### src/rtl/shift_sub_divider.sv
module shift_sub_divider #(
  parameter int QW = 4
) (
  input  logic            clk,
  input  logic            rst,
  input  logic            start,
  input  logic [2*QW-1:0] dividend,
  input  logic [QW-1:0]   divisor,
  output logic [QW-1:0]   quotient,
  output logic [QW-1:0]   remainder,
  output logic            overflow,
  output logic            done
);
  localparam int XW = 2*QW + 1;
  localparam int CW = (QW > 2) ? $clog2(QW) : 1;
  localparam int S_IDLE = 0;
  localparam int S_CHK  = 1;
  localparam int S_CMP  = 2;
  localparam int S_FIN  = 3;

  logic [3:0]    st;
  logic [XW-1:0] x;
  logic [QW-1:0] dvs;
  logic [CW-1:0] rnd;
  logic          ovf;
  logic [QW+1:0] diff;
  logic          nob;
  logic          last;

  assign diff = {1'b0, x[XW-1:QW]} - {2'b00, dvs};
  assign nob  = ~diff[QW+1];
  assign last = (rnd == CW'(QW-1));

  always_ff @(posedge clk) begin
    if (rst) begin
      st  <= 4'b0001;
      x   <= '0;
      dvs <= '0;
      rnd <= '0;
      ovf <= 1'b0;
    end else if ((st[S_IDLE] || st[S_FIN]) && start) begin
      x   <= {1'b0, dividend};
      dvs <= divisor;
      rnd <= '0;
      ovf <= 1'b0;
      st  <= 4'b0010;
    end else if (st[S_CHK]) begin
      if (nob) begin
        ovf <= 1'b1;
        st  <= 4'b1000;
      end else begin
        x  <= x << 1;
        st <= 4'b0100;
      end
    end else if (st[S_CMP]) begin
      if (nob) begin
        x <= {diff[QW:0], x[QW-1:1], 1'b1};
      end else if (last) begin
        st <= 4'b1000;
      end else begin
        x   <= x << 1;
        rnd <= rnd + 1'b1;
      end
    end
  end

  assign quotient  = x[QW-1:0];
  assign remainder = x[2*QW-1:QW];
  assign overflow  = ovf;
  assign done      = st[S_FIN];
endmodule


### config.mk
export PLATFORM = sky130hd
export DESIGN_NAME = shift_sub_divider
export DESIGN_NICKNAME = d
export VERILOG_FILES = /design/src/rtl/shift_sub_divider.sv
export SDC_FILE = /design/constraint.sdc
export NUM_CORES = 1
export LEC_CHECK = 0
export BUFFER_PORTS_ARGS = -buffer_cell sky130_fd_sc_hd__buf_4
export CAP_MARGIN = 0
export CORE_MARGIN = 4
export CORE_UTILIZATION = 45
export DETAILED_ROUTE_END_ITERATION = 10
export GPL_TIMING_DRIVEN = 1
export PLACE_DENSITY = 0.68
export SLEW_MARGIN = 25
export SYNTH_ARGS = -nofsm -noshare
export SYNTH_HDL_FRONTEND = slang
export SYNTH_SLANG_ARGS = --single-unit
export TNS_END_PERCENT = 100
### constraint.sdc
create_clock -name clk -period 2.1 [get_ports clk]
set_input_delay 0.42 -clock clk [delete_from_list [all_inputs] [get_ports clk]]
set_output_delay 0.42 -clock clk [all_outputs]
set_load 0.03 [all_outputs]
==> results.yml <==
critical_path:
  reg2reg_depth: 8
  timing_worst_setup_path_type: "reg -> reg"
  crit_arrival_ns: 2.28
  cpMaxStageDelayCell: "o311a_1"
  path_cells: "inv_2 > ha_4 > nor2b_4 > o311a_1 > nor3_4 > a21o_4 > o211ai_2 > a311oi_2"
  end_kind: "register"
  cp_max_fo: 5
  slowest_delay_ns: 0.39
  critPathRequiredTime_ns: 2.33
  rrSetupSlack_ns: 0.05
  critPathLaunchType: "register"
synth:
  ys_types: 40
  synth.top_cell.area_share_pct: 34.0
  avgSynthCellArea_um2: 8.47
  ys.flop_type: "dfxtp_1"
  synth_common_cells: "dfxtp_1, nand2_1, nor2_1, a21oi_1"
  synth_nets: 160
  synth_most_common_cell: "dfxtp_1"
  yosysWarnings: 0
  synth.area.top_cells: "dfxtp_1, nand2_1, nor2_1"
  ys_ff_latch: 20
  synth_seq_area_share_pct: 34.0
  synth-edff-count: 0
  syn_inst: 139
  synth_area_mm2: 0.00118
  synthArstFlopShare_pct: 0
  synth_area_leader_cell: "dfxtp_1"
sta:
  setup_viol: 0
  fin_crit_ns: 2.05
  slew_headroom_pct: 57.8
  hold_slack_ns: 0.338
  slew_violations: 0
  finalCritPeriodShare_pct: 97.7
  tightestPinTransition_ns: 0.629
  finClkSkew_ns: 0.00472
  hold_viol: 0
  fmax_ghz: 0.487
  rsz0062_at_grt: "yes"
global_route:
  grtUsageTotal_pct: 18.1
  grt_start_max_net_pins: 16
  antenna_found_initial: 0
  grt_pass1_vias: 1067
  gr-total-overflow: 0
  grt_pass1_wl_mm: 4.77
flow_run:
  maxCapViolations: 0
cells_and_area:
  nNetsFinal: 189
  final_layout_size_suffix_gt1_share_pct: 38.6
  syn2layout_area_growth_pct: 27.3
  diodes: 0
  n_fill_cell: 233
  regArea_um2: 405
  final_cells: 196
  multi_input_area_um2: 733
placement:
  hpwl_mm: 2.19
  gp_congestion: 0.774
  placed_cells: 188
  port_buffers: 24
status:
  status: "finished clean"
clock_tree:
  cts_tree: "done"
  cts.htree.levels: 1
  clock_sinks: 20
  cts_root_buffer: "clkbuf_4"
  cts_buffers: 3
  cts_hold_buf: 0
  path_clk_slew_ns: 0.11
  clock_path_buffers: 2
  clkLatencyLatePin_ns: 0.31
floorplanning:
  dieHeight_um: 59.2
  start_util_pct: 47.5
  row_count: 18
  coreArea_mm2: 0.00248
  io_pins: 25
  die_area_mm2: 0.00350
  chipWidth_um: 59.2
pwr:
  power_density_mw_per_mm2: 738
  ir_worst_vdd_mv: 0.439
  leakagePower_uw: 0.000617
route:
  antenna_left: 0
  remaining_drc_errors: 0
  drt-initial-drc-count: 26
  via_per_inst: 5.61
  drt-wirelength-per-cell_um: 15.5
  vias: 1099
  wirelength_mm: 3.03
  dr.pass1.iters: 4
hold_path:
  holdPathStages: 3
  hold_path.class: "in -> reg"
## routing by layer
metal / up-vias / global-route usage, % / part of all wire, %
li1: 537 / - / -
met1: 524 / 22.8 / 43
met2: 29 / 30.3 / 50
met3: 9 / 2.83 / 4.6
met4: 0 / 8.41 / 2.9
met5: - / 0 / 0
## through the flow
| step | area [um^2] | utilization, % | total power, uW | setup slack (ns) | TNS (ns) |
|---|---|---|---|---|---|
| CTS | 1410 | 56.9 | 1050 | 0.00950 | 0 |
| detailed placement | 1370 | 55.4 | 856 | -0.0411 | -0.0589 |
| global placement | 1370 | 55.4 | 844 | 0.0982 | 0 |
| floorplan | 1180 | - | 740 | 0.185 | 0 |
| global route | 1500 | 60.5 | 1160 | -0.0735 | -0.278 |
| finish | 1500 | 60.5 | 1110 | 0.0475 | 0 |
## power by group
part	total [uW]	switching (uW)	internal, uW
Sequential	438	28.4	410
Combinational	479	261	217
Clock	189	122	67.1
## registers in the layout, summed over array words and instances, names as in the netlist
name / flops
rnd: 2
st: 4
overflow: 1
x: 9
dvs: 4
## what timing repair did
item	CTS	global route
setup endpoints to repair	6	12
gates resized for setup	1	14
cloned	0	0
buffers inserted	1	4
pin swaps	0	8
## worst max-delay path: cells and delay by family (launching register included)
| kind | cells | cell delay (ns) |
|---|---|---|
| flip-flops | 1 | 0.35 |
| buffers and inverters | 1 | 0.08 |
| AO/OA/AOI/OAI | 4 | 0.92 |
| adder cells (fa/ha/maj) | 1 | 0.20 |
| AND/OR/NAND/NOR | 2 | 0.41 |
## placed cells by master, fill, tap and decap left out, types with 2 or more instances in the layout
| cell type | instances |
|---|---|
| o21ai_1 | 3 |
| ha_4 | 2 |
| a21oi_2 | 2 |
| nand2_1 | 18 |
| inv_1 | 7 |
| o21ai_0 | 2 |
| mux2i_1 | 2 |
| ha_1 | 3 |
| a211oi_1 | 4 |
| clkbuf_4 | 3 |
| dfxtp_2 | 4 |
| a21oi_1 | 10 |
| a22oi_1 | 3 |
| buf_4 | 36 |
| dfxtp_1 | 16 |
| nor2_1 | 18 |
| nand2b_1 | 3 |
| o211ai_2 | 2 |
| a311oi_2 | 2 |
## path summary, 6_finish.rpt
check / start / endpoint
setup reg to reg: dvs[1] / x[4]
hold / removal: divisor[1] / dvs[1]
hold reg to reg: dvs[0] / dvs[0]
setup / recovery: dvs[1] / x[4]
## logic make-up after synthesis
kind of cell    share of synthesized area, %
simple gates                            18.3
compound gates                          27.5
xor+xnor                                1.49
fa+ha+maj                               7.01
buf+inv                                 9.03
flops                                   34.0
mux                                     2.66
## layout make-up
| class | instances | share of cell area (%) |
|---|---|---|
| clock buffers | 3 | 1.50 |
| inverters | 8 | 2.00 |
| multi-input cells | 99 | 48.9 |
| flip-flops and latches | 20 | 27.0 |
| well taps | 30 | 2.50 |
| repair buffers | 36 | 18.0 |
(Power assumes the default switching activity.)
